**src/rtl/adc_seq_pkg.sv**
```systemverilog
package adc_seq_pkg;

    localparam int CH_W    = 4;
    localparam int NUM_CTX = 2;

    typedef enum logic [2:0] {
        ENG_IDLE,
        ENG_ACQ,
        ENG_START,
        ENG_WAIT,
        ENG_UPD
    } eng_state_e;

endpackage

```
**src/rtl/adc_seq_acq_timer.sv**
```systemverilog
module adc_seq_acq_timer #(
    parameter int PS_W = 4
) (
    input  logic            clk_i,
    input  logic            rst_ni,
    input  logic            load_i,
    input  logic [PS_W-1:0] ps_i,
    output logic            expired_o
);

    logic [PS_W-1:0] cnt_d, cnt_q;

    always_comb begin
        cnt_d = cnt_q;
        if (load_i) begin
            cnt_d = ps_i;
        end else if (cnt_q != '0) begin
            cnt_d = cnt_q - PS_W'(1);
        end
    end

    always_ff @(posedge clk_i or negedge rst_ni) begin
        if (!rst_ni) cnt_q <= '0;
        else         cnt_q <= cnt_d;
    end

    assign expired_o = (cnt_q == '0);

endmodule

```
**src/rtl/adc_seq_result_bank.sv**
```systemverilog
module adc_seq_result_bank #(
    parameter int DEPTH = 16,
    parameter int W     = 12,
    localparam int AW   = $clog2(DEPTH)
) (
    input  logic               clk_i,
    input  logic               rst_ni,
    input  logic               we_i,
    input  logic [AW-1:0]      addr_i,
    input  logic [W-1:0]       data_i,
    output logic [DEPTH*W-1:0] flat_o
);

    for (genvar i = 0; i < DEPTH; i++) begin : g_reg
        logic [W-1:0] r_d, r_q;

        always_comb begin
            r_d = r_q;
            if (we_i && addr_i == AW'(i)) r_d = data_i;
        end

        always_ff @(posedge clk_i or negedge rst_ni) begin
            if (!rst_ni) r_q <= '0;
            else         r_q <= r_d;
        end

        assign flat_o[i*W +: W] = r_q;
    end

endmodule

```
**src/rtl/adc_seq_ctx.sv**
```systemverilog
module adc_seq_ctx #(
    parameter int LP_W      = 4,
    parameter int RP_W      = 4,
    parameter int CNT_W     = 3,
    parameter int LIST_BASE = 0,
    parameter int RES_BASE  = 0
) (
    input  logic             clk_i,
    input  logic             rst_ni,
    input  logic             trig_i,
    input  logic             clr_i,
    input  logic [CNT_W-1:0] max_i,
    input  logic             done_i,
    input  logic             dual_i,
    output logic             run_o,
    output logic [LP_W-1:0]  chan_ptr_o,
    output logic [RP_W-1:0]  res_ptr_o,
    output logic             eos_o
);

    typedef struct packed {
        logic             run;
        logic             pend;
        logic [LP_W-1:0]  cp;
        logic [RP_W-1:0]  rp;
        logic [CNT_W-1:0] cnt;
        logic             eos;
    } ctx_t;

    ctx_t st_d, st_q;

    always_comb begin
        st_d     = st_q;
        st_d.eos = 1'b0;

        if (done_i && st_q.run) begin
            st_d.cp = st_q.cp + LP_W'(1);
            st_d.rp = st_q.rp + (dual_i ? RP_W'(2) : RP_W'(1));
            if (st_q.cnt == max_i) begin
                st_d.eos = 1'b1;
                st_d.cnt = '0;
                if (st_q.pend) st_d.pend = 1'b0;
                else           st_d.run  = 1'b0;
            end else begin
                st_d.cnt = st_q.cnt + CNT_W'(1);
            end
        end

        if (trig_i) begin
            if (st_d.run) begin
                st_d.pend = 1'b1;
            end else begin
                st_d.run = 1'b1;
                st_d.cnt = '0;
            end
        end

        if (clr_i) begin
            st_d.run  = 1'b0;
            st_d.pend = 1'b0;
            st_d.cp   = LP_W'(LIST_BASE);
            st_d.rp   = RP_W'(RES_BASE);
            st_d.cnt  = '0;
        end
    end

    always_ff @(posedge clk_i or negedge rst_ni) begin
        if (!rst_ni) begin
            st_q      <= '0;
            st_q.cp   <= LP_W'(LIST_BASE);
            st_q.rp   <= RP_W'(RES_BASE);
        end else begin
            st_q <= st_d;
        end
    end

    assign run_o      = st_q.run;
    assign chan_ptr_o = st_q.cp;
    assign res_ptr_o  = st_q.rp;
    assign eos_o      = st_q.eos;

endmodule

```
**src/rtl/adc_seq_ctrl.sv**
```systemverilog
module adc_seq_ctrl
    import adc_seq_pkg::*;
#(
    parameter int LIST_DEPTH     = 16,
    parameter int RES_DEPTH      = 16,
    parameter int RES_W          = 12,
    parameter int PS_W           = 4,
    parameter int CNT_W          = 3,
    parameter int CTX1_LIST_BASE = 8,
    parameter int CTX1_RES_BASE  = 8
) (
    input  logic                       clk_i,
    input  logic                       rst_ni,
    input  logic                       simul_mode_i,
    input  logic [PS_W-1:0]            acq_ps_i,
    input  logic [LIST_DEPTH*CH_W-1:0] chan_list_i,
    input  logic [CNT_W-1:0]           max_conv0_i,
    input  logic [CNT_W-1:0]           max_conv1_i,
    input  logic [NUM_CTX-1:0]         trig_i,
    input  logic [NUM_CTX-1:0]         seq_rst_i,
    output logic                       sample_o,
    output logic [CH_W-1:0]            sh_sel_o,
    output logic                       conv_start_o,
    output logic [CH_W-1:0]            conv_ch_o,
    input  logic                       conv_done_i,
    input  logic [RES_W-1:0]           conv_data_i,
    output logic [RES_DEPTH*RES_W-1:0] results_o,
    output logic [NUM_CTX-1:0]         eos_o
);

    localparam int LP_W = $clog2(LIST_DEPTH);
    localparam int RP_W = $clog2(RES_DEPTH);

    typedef struct packed {
        eng_state_e       state;
        logic             owner;
        logic [CH_W-1:0]  entry;
        logic [RP_W-1:0]  rp;
        logic             half;
        logic [RES_W-1:0] data;
    } eng_t;

    eng_t eng_d, eng_q;

    logic [CH_W-1:0]  list_a   [LIST_DEPTH];
    logic [LP_W-1:0]  cp_a     [NUM_CTX];
    logic [RP_W-1:0]  rp_a     [NUM_CTX];
    logic [CNT_W-1:0] max_a    [NUM_CTX];
    logic [NUM_CTX-1:0] run_w;
    logic [NUM_CTX-1:0] done_w;
    logic             tmr_load;
    logic             tmr_exp;
    logic             bank_we;

    for (genvar i = 0; i < LIST_DEPTH; i++) begin : g_list
        assign list_a[i] = chan_list_i[i*CH_W +: CH_W];
    end

    assign max_a[0] = max_conv0_i;
    assign max_a[1] = max_conv1_i;

    for (genvar k = 0; k < NUM_CTX; k++) begin : g_ctx
        adc_seq_ctx #(
            .LP_W      (LP_W),
            .RP_W      (RP_W),
            .CNT_W     (CNT_W),
            .LIST_BASE ((k == 0) ? 0 : CTX1_LIST_BASE),
            .RES_BASE  ((k == 0) ? 0 : CTX1_RES_BASE)
        ) i_ctx (
            .clk_i      (clk_i),
            .rst_ni     (rst_ni),
            .trig_i     (trig_i[k]),
            .clr_i      (seq_rst_i[k]),
            .max_i      (max_a[k]),
            .done_i     (done_w[k]),
            .dual_i     (simul_mode_i),
            .run_o      (run_w[k]),
            .chan_ptr_o (cp_a[k]),
            .res_ptr_o  (rp_a[k]),
            .eos_o      (eos_o[k])
        );
    end

    adc_seq_acq_timer #(.PS_W(PS_W)) i_timer (
        .clk_i     (clk_i),
        .rst_ni    (rst_ni),
        .load_i    (tmr_load),
        .ps_i      (acq_ps_i),
        .expired_o (tmr_exp)
    );

    always_comb begin
        eng_d    = eng_q;
        tmr_load = 1'b0;
        bank_we  = 1'b0;
        done_w   = '0;

        unique case (eng_q.state)
            ENG_IDLE: begin
                if (run_w != '0) begin
                    eng_d.owner = run_w[0] ? 1'b0 : 1'b1;
                    eng_d.entry = list_a[cp_a[eng_d.owner]];
                    eng_d.rp    = rp_a[eng_d.owner];
                    eng_d.half  = 1'b0;
                    eng_d.state = ENG_ACQ;
                    tmr_load    = 1'b1;
                end
            end
            ENG_ACQ: begin
                if (tmr_exp) eng_d.state = ENG_START;
            end
            ENG_START: begin
                eng_d.state = ENG_WAIT;
            end
            ENG_WAIT: begin
                if (conv_done_i) begin
                    eng_d.data  = conv_data_i;
                    eng_d.state = ENG_UPD;
                end
            end
            ENG_UPD: begin
                bank_we = 1'b1;
                if (simul_mode_i && !eng_q.half) begin
                    eng_d.half  = 1'b1;
                    eng_d.state = ENG_START;
                end else begin
                    done_w[eng_q.owner] = 1'b1;
                    eng_d.state         = ENG_IDLE;
                end
            end
            default: eng_d.state = ENG_IDLE;
        endcase
    end

    always_ff @(posedge clk_i or negedge rst_ni) begin
        if (!rst_ni) begin
            eng_q       <= '0;
            eng_q.state <= ENG_IDLE;
        end else begin
            eng_q <= eng_d;
        end
    end

    adc_seq_result_bank #(.DEPTH(RES_DEPTH), .W(RES_W)) i_bank (
        .clk_i  (clk_i),
        .rst_ni (rst_ni),
        .we_i   (bank_we),
        .addr_i (eng_q.rp + RP_W'(eng_q.half)),
        .data_i (eng_q.data),
        .flat_o (results_o)
    );

    assign sample_o     = (eng_q.state == ENG_ACQ);
    assign conv_start_o = (eng_q.state == ENG_START);
    assign sh_sel_o     = simul_mode_i ? {1'b0, eng_q.entry[CH_W-2:0]} : eng_q.entry;
    assign conv_ch_o    = simul_mode_i ? {eng_q.half, eng_q.entry[CH_W-2:0]} : eng_q.entry;

endmodule

```
**config.mk**
```make
export PLATFORM = sky130hd
export DESIGN_NAME = adc_seq_ctrl
export DESIGN_NICKNAME = d
export VERILOG_FILES = /design/src/rtl/adc_seq_pkg.sv /design/src/rtl/adc_seq_acq_timer.sv /design/src/rtl/adc_seq_result_bank.sv /design/src/rtl/adc_seq_ctx.sv /design/src/rtl/adc_seq_ctrl.sv
export SDC_FILE = /design/constraint.sdc
export NUM_CORES = 1
export LEC_CHECK = 0
export BUFFER_PORTS_ARGS = -buffer_cell sky130_fd_sc_hd__buf_2
export CORE_ASPECT_RATIO = 1.25
export CORE_MARGIN = 10
export CORE_UTILIZATION = 48
export DETAILED_ROUTE_END_ITERATION = 10
export GPL_ROUTABILITY_DRIVEN = 0
export PLACE_DENSITY = 0.77
export SETUP_SLACK_MARGIN = 0.2
export SLEW_MARGIN = 20
export SYNTH_ARGS = -nofsm -noshare
export SYNTH_HDL_FRONTEND = slang
export SYNTH_SLANG_ARGS = --single-unit
```
**constraint.sdc**
```tcl
create_clock -name clk_i -period 2.2 [get_ports clk_i]
set_input_delay 0.55 -clock clk_i [delete_from_list [all_inputs] [get_ports clk_i]]
set_output_delay 0.55 -clock clk_i [all_outputs]
set_load 0.02 [all_outputs]
```
==> implementation parameters, run 1 <==
Parameter                              Value

Run status
  Run status    complete, no violations

STA
  Clock period minus worst slack    2.11 ns
  Setup_tns    0 ns
  Tightest Pin Transition    0.915 ns
  RSZ-0062 raised after global routing    true
  Max Fclk    0.474 GHz
  Final Slew Violations    0
  Endpoints failing hold    0
  Max_slew headroom    0.390
  Hold WS    0.215 ns
  Final setup violation count    0
  Share of the clock period used by the worst path    0.959
  Worst Clk Skew    0.00954 ns

Global route
  Number of global-route vias before repair    8845
  Global-route usage over all layers    0.220
  Grt total ovfl    0
  Wire length of the first global-routing pass    51600 um
  Initial antenna violation count    1
  Maximum number of pins on one net before global-route repair    60

Die
  IO Pins    298
  DIE HEIGHT    191 um
  Die area    29800 um^2
  Core region area    23000 um^2
  Effective utilization at floorplan    0.486
  Std cell rows    62
  Chip Width    156 um

Synthesis
  Syn Inst Count    896
  Part of the Yosys area used for sequential elements    0.558
  Post-synthesis net count    1003
  Mean post-synth cell area    12.5 um^2
  Number of different library cells in the post-synthesis netlist    54
  Flops & latches, synth    249
  Primary FF master, synth    dfrtp_1
  Warnings, synthesis    0
  Share of synthesized flip-flops with an asynchronous set or reset    1.00
  Cell Area, Synth    11200 um^2
  Post-synth EDFFs    0

Power and ir drop
  Power Dens Cells    940 nW/um^2
  Max rail drop VDD    0.530 mV
  Design internal power    9.15 mW
  Sequential group share of total power    0.453
  Clock share of power    0.307
  Cell leakage power    7.96 nW
  Fraction of power consumed by combinational cells    0.240
  Switching power as a share of total power    0.345
  Switch Pwr    4.83 mW

Setup path
  Cell type of the slowest stage on the worst timing path    or3b_4
  Maximum cell stage delay along the critical path    0.42 ns
  Start-to-end type of the worst setup path    reg -> reg
  Type of element capturing the critical path    register
  Series of cell instances along the critical path    ha_4 > ha_4 > or3b_4 > buf_6 > nor2_4 > buf_12 > mux2_2
  Most Frequent Cell on Critical Path    ha_4
  Worst reg-to-reg setup slack    0.09 ns
  Worst EP required    2.61 ns
  Startpoint kind of the worst setup timing path    register
  Endpoint of the worst register-to-register path    i_bank.g_reg[12].r_q[11]
  Reg2reg start    eng_q[13]
  CP Data Arrival Time    2.52 ns
  Max Fanout on Critical Path    12
  R2R depth    7

Detailed routing
  First-pass DRT Iterations    5
  DRC violations left    0
  Routed WL per cell    22.7 um
  DRC violation total after the first TritonRoute iteration    461
  Number of nets with antenna violations after routing    0
  Routed via count    8554
  Vias per inst    5.53
  Sum of routed wire length over all layers    35100 um

Clocking
  Clock tree from TritonCTS    done
  Maximum buffer depth of the clock tree    3
  Root Buffer    clkbuf_16
  Number of CTS-inserted buffers    25
  TritonCTS Sinks    249
  H-Tree Level Count    1
  Clk_lat worst skew    0.53 ns
  CTS clock-pin slew for the worst setup and hold paths    0.06 ns

Placement
  # port buffers    297
  DP Cell Count    1464
  Half-perimeter wire length of the detailed placement result    23800 um

Finish
  Commonest non-fill, non-tap cells in the layout    293 x buf_2, 245 x dfrtp_1, 121 x mux2_2, 64 x nand2_1, 60 x mux2_4
  Area added between synthesis and finish    33.1%
  Post-Route Utilization    0.648
  Count of placed standard cells in the final layout, fillers left out    1547
  Total Nets Final    1346
  Commonest non-fill, non-tap cell in the layout    buf_2
  Fraction of layout instances using a drive strength above 1    0.510

Min path
  Number of cells on the worst hold path    3
  Hold/Removal Path Class    in -> reg
  Worst Hold Launch    conv_data_i[0]
  Worst-case hold path end point    eng_q[0]

Run
  Max-Cap Viols    0
## per-stage QoR
stage | worst slack (ns) | instance area, um^2 | total power, mW
6_report | 0.0891 | 14900 | 14.0
4_1_cts | 0.0949 | 14500 | 13.8
3_5_place_dp | 0.131 | 13200 | 9.20
5_1_grt | 0.0549 | 14900 | 14.6
3_3_place_gp | 0.139 | 13200 | 9.09
2_1_floorplan | 0.203 | 11200 | 7.78
## area by class of cell
cell class	count	area [um^2]
Sequential cell	249	6240
Tap cell	288	360
Timing Repair Buffer	378	2400
Antenna cell	1	2.50
Inverter	21	81.3
Clock inverter	16	161
Fill cell	1718	8090
Multi-Input combinational cell	564	4970
Clock buffer	30	664
## worst max-delay path by stage
stage	start	end	slack, ns	depth (start not counted)
3_3_place_gp	eng_q[12]	i_bank.g_reg[12].r_q[5]	0.14	5
4_1_cts	eng_q[24]	conv_start_o	0.09	4
2_1_floorplan	eng_q[23]	i_bank.g_reg[4].r_q[0]	0.20	6
6_report	eng_q[13]	i_bank.g_reg[12].r_q[11]	0.09	7
3_5_place_dp	eng_q[12]	i_bank.g_reg[12].r_q[11]	0.13	5
5_1_grt	eng_q[13]	i_bank.g_reg[12].r_q[0]	0.05	7
## power groups by stage
stage	registers [mW]	clock network (mW)	logic, mW
final	6.33	4.30	3.36
after CTS	6.25	4.38	3.14
after global routing	6.42	4.55	3.61
after detailed placement	6.33	0	2.87
after global placement	6.30	0	2.79
after floorplan	6.21	0	1.57
## state kept, by name (all words and copies together) (netlist names)
register,cells
i_timer.cnt_q,4
g_ctx.i_ctx.eos_o,2
i_bank.g.r_q,192
g_ctx.i_ctx.run_o,2
g_ctx.i_ctx.st_q,8
g_ctx.i_ctx.chan_ptr_o,8
eng_q,25
g_ctx.i_ctx.res_ptr_o,8
## metal layers
metal,up-vias,wire [um],share of wire,track usage
met5,-,0,0,0
met4,0,1020,0.029,0.0727
met3,63,2470,0.071,0.0474
met2,325,18300,0.52,0.387
met1,4333,13300,0.38,0.260
li1,3833,-,-,-
## what timing repair did
item | CTS | global route
gates resized for setup | 54 | 81
hold buffers | 1 | 0
pin swaps | 6 | 13
endpoints found under the setup margin | 155 | 214
cloned | 6 | 3
setup buffers | 17 | 9
hold endpoints to repair | 52 | 0
## worst max-delay path, delay by kind of cell (launching register included)
family                   cells  cell delay, ns
AND/OR/NAND/NOR              2            0.53
multiplexers                 1            0.33
adder cells (fa/ha/maj)      2            0.41
flip-flops                   1            0.41
buffers and inverters        2            0.30
## cell usage after synthesis, drive strengths merged (3+ instances only)
library cell	n	area, um^2
buf	31	186
inv	21	78.8
a22oi	32	240
o32a	5	50.1
o221ai	12	105
nor3b	5	48.8
a21oi	35	175
xor2	8	70.1
nand2b	54	345
o31ai	7	57.6
ha	11	138
nor2	43	169
nand4	3	18.8
a21o	3	22.5
o32ai	3	26.3
o22ai	5	31.3
nand2	65	244
nand3	4	20.0
dfrtp	247	6180
mux2	195	2230
xnor2	14	123
nor2b	8	50.1
o21ai	20	100
mux2i	6	60.1
clkbuf	32	120
## kinds of logic (layout without fill, tap and decap cells)
| group | count (synthesis) | count (layout) | synth area share |
|---|---|---|---|
| multiplexers | 201 | 201 | 0.205 |
| flip-flops | 249 | 249 | 0.558 |
| buffers and inverters | 84 | 445 | 0.0345 |
| other | 0 | 1 | 0 |
| AO/OA/AOI/OAI | 130 | 130 | 0.0782 |
| XOR/XNOR | 22 | 22 | 0.0172 |
| adder cells (fa/ha/maj) | 14 | 14 | 0.0168 |
| AND/OR/NAND/NOR | 196 | 197 | 0.0899 |
Note: power is estimated with default switching activity, not from simulation.
==> run 2, diff against run 1 <==
--- a/config.mk
+++ b/config.mk
@@ -5,15 +5,15 @@
 export SDC_FILE = /design/constraint.sdc
 export NUM_CORES = 1
 export LEC_CHECK = 0
+export ABC_AREA = 1
 export BUFFER_PORTS_ARGS = -buffer_cell sky130_fd_sc_hd__buf_2
 export CORE_ASPECT_RATIO = 1.25
 export CORE_MARGIN = 10
-export CORE_UTILIZATION = 48
+export CORE_UTILIZATION = 47
 export DETAILED_ROUTE_END_ITERATION = 10
 export GPL_ROUTABILITY_DRIVEN = 0
-export PLACE_DENSITY = 0.77
+export PLACE_DENSITY = 0.76
 export SETUP_SLACK_MARGIN = 0.2
-export SLEW_MARGIN = 20
 export SYNTH_ARGS = -nofsm -noshare
 export SYNTH_HDL_FRONTEND = slang
 export SYNTH_SLANG_ARGS = --single-unit
==> run 2 against run 1 <==
Combinational power increased by 63%. Non-clock buffer count decreased by 40. Synthesized cell count increased by 32%. Register-to-register slack improved by 0.22 ns. Power increased by 15%. Critical path depth decreased by 4. Via count increased by 7.4%. Area after synthesis decreased by 5.1%. Largest power group unchanged. Critical endpoint is now sample_o. Design area decreased by 9.4%. Global-route usage decreased by 0.19 points. Setup slack improved by 0.15 ns. Critical path type is now reg -> out. Final cell count increased by 15%.
==> implementation parameters, run 2 <==
Parameter                              Value

Finish
  Commonest non-fill, non-tap cell in the layout    nand2_1 (was buf_2)
  Post-Route Utilization    0.606 (was 0.648)
  Antenna cells    0 (was 1)
  Sequential cell area in the final layout    6240 um^2 (unchanged)
  Multi-input gate area in the final layout    3750 um^2 (was 4970 um^2)
  Number of filler cells placed in the layout    1867 (was 1718)
  Count of placed standard cells in the final layout, fillers left out    1779 (was 1547)
  Register containing the most flip-flops in the final layout    i_bank.g.r_q (unchanged)
  Total Nets Final    1587 (was 1346)
  Fraction of layout instances using a drive strength above 1    0.283 (was 0.510)
  Commonest non-fill, non-tap cells in the layout    327 x nand2_1, 294 x buf_2, 245 x dfrtp_1, 147 x o21ai_1, 101 x inv_1 (was 293 x buf_2, 245 x dfrtp_1, 121 x mux2_2, 64 x nand2_1, 60 x mux2_4)
  Top flop regs    i_bank.g.r_q x192, eng_q x25 (unchanged)
  Max FFs per register    192 (unchanged)
  Area added between synthesis and finish    27.1% (was 33.1%)

Power and ir drop
  Switch Pwr    6.34 mW (was 4.83 mW)
  Fraction of power consumed by combinational cells    0.339 (was 0.240)
  Max rail drop VDD    0.841 mV (was 0.530 mV)
  Power Total    16.1 mW (was 14.0 mW)
  Cell leakage power    7.25 nW (was 7.96 nW)
  Clock share of power    0.265 (was 0.307)
  Switching power as a share of total power    0.393 (was 0.345)
  Sequential group share of total power    0.396 (was 0.453)
  Power Dens Cells    1200 nW/um^2 (was 940 nW/um^2)
  Design internal power    9.80 mW (was 9.15 mW)

Clocking
  Root Buffer    clkbuf_16 (unchanged)
  CTS clock-pin slew for the worst setup and hold paths    0.06 ns (about the same)
  H-Tree Level Count    1 (unchanged)
  Clk_lat worst skew    0.54 ns (was 0.53 ns)
  Number of CTS-inserted buffers    25 (unchanged)
  Maximum buffer depth of the clock tree    3 (unchanged)
  Clock tree from TritonCTS    done (unchanged)
  TritonCTS Sinks    249 (unchanged)

Setup path
  Start-to-end type of the worst setup path    reg -> out (was reg -> reg)
  Stages on the worst setup path    3 (was 7)
  Worst EP required    1.65 ns (was 2.61 ns)
  Startpoint kind of the worst setup timing path    register (unchanged)
  Maximum cell stage delay along the critical path    0.39 ns (was 0.42 ns)
  R2R depth    9 (was 7)
  Sum of buffers and inverters on the critical path    2 (unchanged)
  Max Fanout on Critical Path    4 (was 12)
  Cell type of the slowest stage on the worst timing path    dfrtp_1 (was or3b_4)
  CP Data Arrival Time    1.41 ns (was 2.52 ns)
  Type of element capturing the critical path    primary output (was register)
  Cell family contributing the most delay on the critical path    flip-flops (was simple AND/OR/NAND/NOR gates)
  Series of cell instances along the critical path    inv_2 > nor3_4 > buf_6 (was ha_4 > ha_4 > or3b_4 > buf_6 > nor2_4 > buf_12 > mux2_2)

Synthesis
  Primary FF master, synth    dfrtp_1 (unchanged)
  Share of synthesized flip-flops with an asynchronous set or reset    1.00 (unchanged)
  Post-synth top area cell    dfrtp_1 (unchanged)
  Warnings, synthesis    0 (unchanged)
  Mean post-synth cell area    8.97 um^2 (was 12.5 um^2)
  Post-synth EDFFs    0 (unchanged)
  Share of Yosys cell area claimed by the top area cell type    0.583 (was 0.553)
  Post-synthesis net count    1289 (was 1003)
  Part of the Yosys area used for sequential elements    0.588 (was 0.558)
  Syn Inst Count    1182 (was 896)
  Flops & latches, synth    249 (unchanged)
  Number of different library cells in the post-synthesis netlist    35 (was 54)
  Leading cell types by count after synthesis    330 x nand2_1, 247 x dfrtp_1, 146 x o21ai_1, 104 x inv_1, 85 x o21ai_0 (was 247 x dfrtp_1, 161 x mux2_2, 65 x nand2_1, 53 x nand2b_1, 40 x nor2_1)
  Largest cells by area after synthesis    dfrtp_1 58%, nand2_1 12%, o21ai_1 6.9% (was dfrtp_1 55%, mux2_2 16%, nand2b_1 3.0%)
  Most frequently used cell type in the post-synthesis netlist    nand2_1 (was dfrtp_1)
  Cell Area, Synth    10600 um^2 (was 11200 um^2)

Die
  DIE HEIGHT    188 um (was 191 um)
  Die area    29000 um^2 (was 29800 um^2)
  Core region area    22200 um^2 (was 23000 um^2)
  IO Pins    298 (unchanged)
  Effective utilization at floorplan    0.477 (was 0.486)
  Chip Width    154 um (was 156 um)
  Std cell rows    61 (was 62)

Run
  Max-Cap Viols    0 (unchanged)

STA
  Worst Clk Skew    0.0292 ns (was 0.00954 ns)
  Setup_tns    0 ns (unchanged)
  Share of the clock period used by the worst path    0.890 (was 0.959)
  Final Slew Violations    0 (unchanged)
  Hold WS    0.220 ns (was 0.215 ns)
  Max_slew headroom    0.424 (was 0.390)
  Max Fclk    0.511 GHz (was 0.474 GHz)
  Tightest Pin Transition    0.863 ns (was 0.915 ns)
  Final setup violation count    0 (unchanged)
  RSZ-0062 raised after global routing    true (unchanged)
  Clock period minus worst slack    1.96 ns (was 2.11 ns)
  Endpoints failing hold    0 (unchanged)

Detailed routing
  Routed via count    9190 (was 8554)
  Sum of routed wire length over all layers    32400 um (was 35100 um)
  Number of nets with antenna violations after routing    0 (unchanged)
  Vias per inst    5.17 (was 5.53)
  Routed WL per cell    18.2 um (was 22.7 um)
  DRC violations left    0 (unchanged)
  DRC violation total after the first TritonRoute iteration    415 (was 461)
  First-pass DRT Iterations    5 (unchanged)

Global route
  Global-route usage over all layers    0.218 (was 0.220)
  Number of global-route vias before repair    9284 (was 8845)
  Initial antenna violation count    1 (unchanged)
  Wire length of the first global-routing pass    51600 um (about the same)
  Maximum number of pins on one net before global-route repair    68 (was 60)
  Grt total ovfl    0 (unchanged)

Min path
  Hold/Removal Path Class    in -> reg (unchanged)
  Number of cells on the worst hold path    3 (unchanged)

Placement
  Half-perimeter wire length of the detailed placement result    23300 um (was 23800 um)
  DP Cell Count    1726 (was 1464)
  # port buffers    297 (unchanged)

Run status
  Run status    complete, no violations (unchanged)
## run 2: cell count changes in the layout (fill, tap and decap cells not counted), moves of 19 or more
| cell | change |
|---|---|
| nand2_1 | +263 |
| o21ai_1 | +146 |
| mux2_2 | -121 |
| inv_1 | +81 |
| nand3_1 | +77 |
| o21ai_0 | +65 |
| mux2_4 | -60 |
| nand2b_1 | -53 |
| a22oi_1 | -32 |
| a21oi_1 | -26 |
| buf_6 | -19 |
## run 2: worst paths after layout
| check | start | to | slack, ns |
|---|---|---|---|
| min in group asynchronous | rst_ni | i_bank.g_reg[8].r_q[9] | 0.52 |
| hold / removal | conv_data_i[1] | eng_q[1] | 0.22 |
| max in group asynchronous | rst_ni | eng_q[15] | 0.97 |
| hold reg to reg | i_bank.g_reg[3].r_q[4] | i_bank.g_reg[3].r_q[4] | 0.48 |
| setup / recovery | eng_q[22] | sample_o | 0.24 |
| setup reg to reg | eng_q[12] | i_bank.g_reg[15].r_q[2] | 0.31 |
## run 2: routing by layer
layer | global-route usage | routed length (um)
met5 | 0 | 7
met4 | 0.0888 | 1340
met1 | 0.267 | 12900
met3 | 0.0577 | 2570
met2 | 0.356 | 15600
## run 2: kinds of logic (layout without fill, tap and decap cells)
family          Yosys count  in the layout  synth area share
xor+xnor                 12             12            0.0106
fa+ha+maj                13             13            0.0168
simple gates            475            475             0.191
flops                   249            249             0.588
buf+inv                 178            492            0.0691
mux                       2              2           0.00189
compound gates          253            253             0.123
## run 2: power groups by stage
| stage | registers, mW | logic [mW] | clock network (mW) |
|---|---|---|---|
| floorplan | 7.37 | 2.06 | 0 |
| global placement | 6.40 | 5.20 | 0 |
| detailed placement | 6.40 | 5.34 | 0 |
| CTS | 6.37 | 5.38 | 4.34 |
| global route | 6.51 | 5.99 | 4.55 |
| finish | 6.39 | 5.48 | 4.27 |
## run 2: cell type report
class                   instances  share of cell area
clock inverters                11             0.00957
well taps                     283              0.0263
flip-flops and latches        249               0.463
inverters                     111              0.0309
repair buffers                338               0.140
multi-input cells             755               0.278
clock buffers                  32              0.0514
## run 2: tightest hold or removal path: stages
cell,delay (ns)
buf_2,0.07
nand2_1,0.04
o21ai_0,0.06
## run 2: metrics by stage
step | cell area, um^2 | setup WS (ns)
3_3_place_gp | 12400 | 0.199
4_1_cts | 13300 | 0.156
5_1_grt | 13500 | 0.170
3_5_place_dp | 12400 | 0.137
6_report | 13500 | 0.241
2_1_floorplan | 10600 | 0.269
## run 2: repair_timing
item	CTS	global route
setup buffers	1	8
endpoints found under the setup margin	40	195
hold buffers	1	0
pin swaps	1	11
gates resized for setup	7	39
hold endpoints to repair	44	0
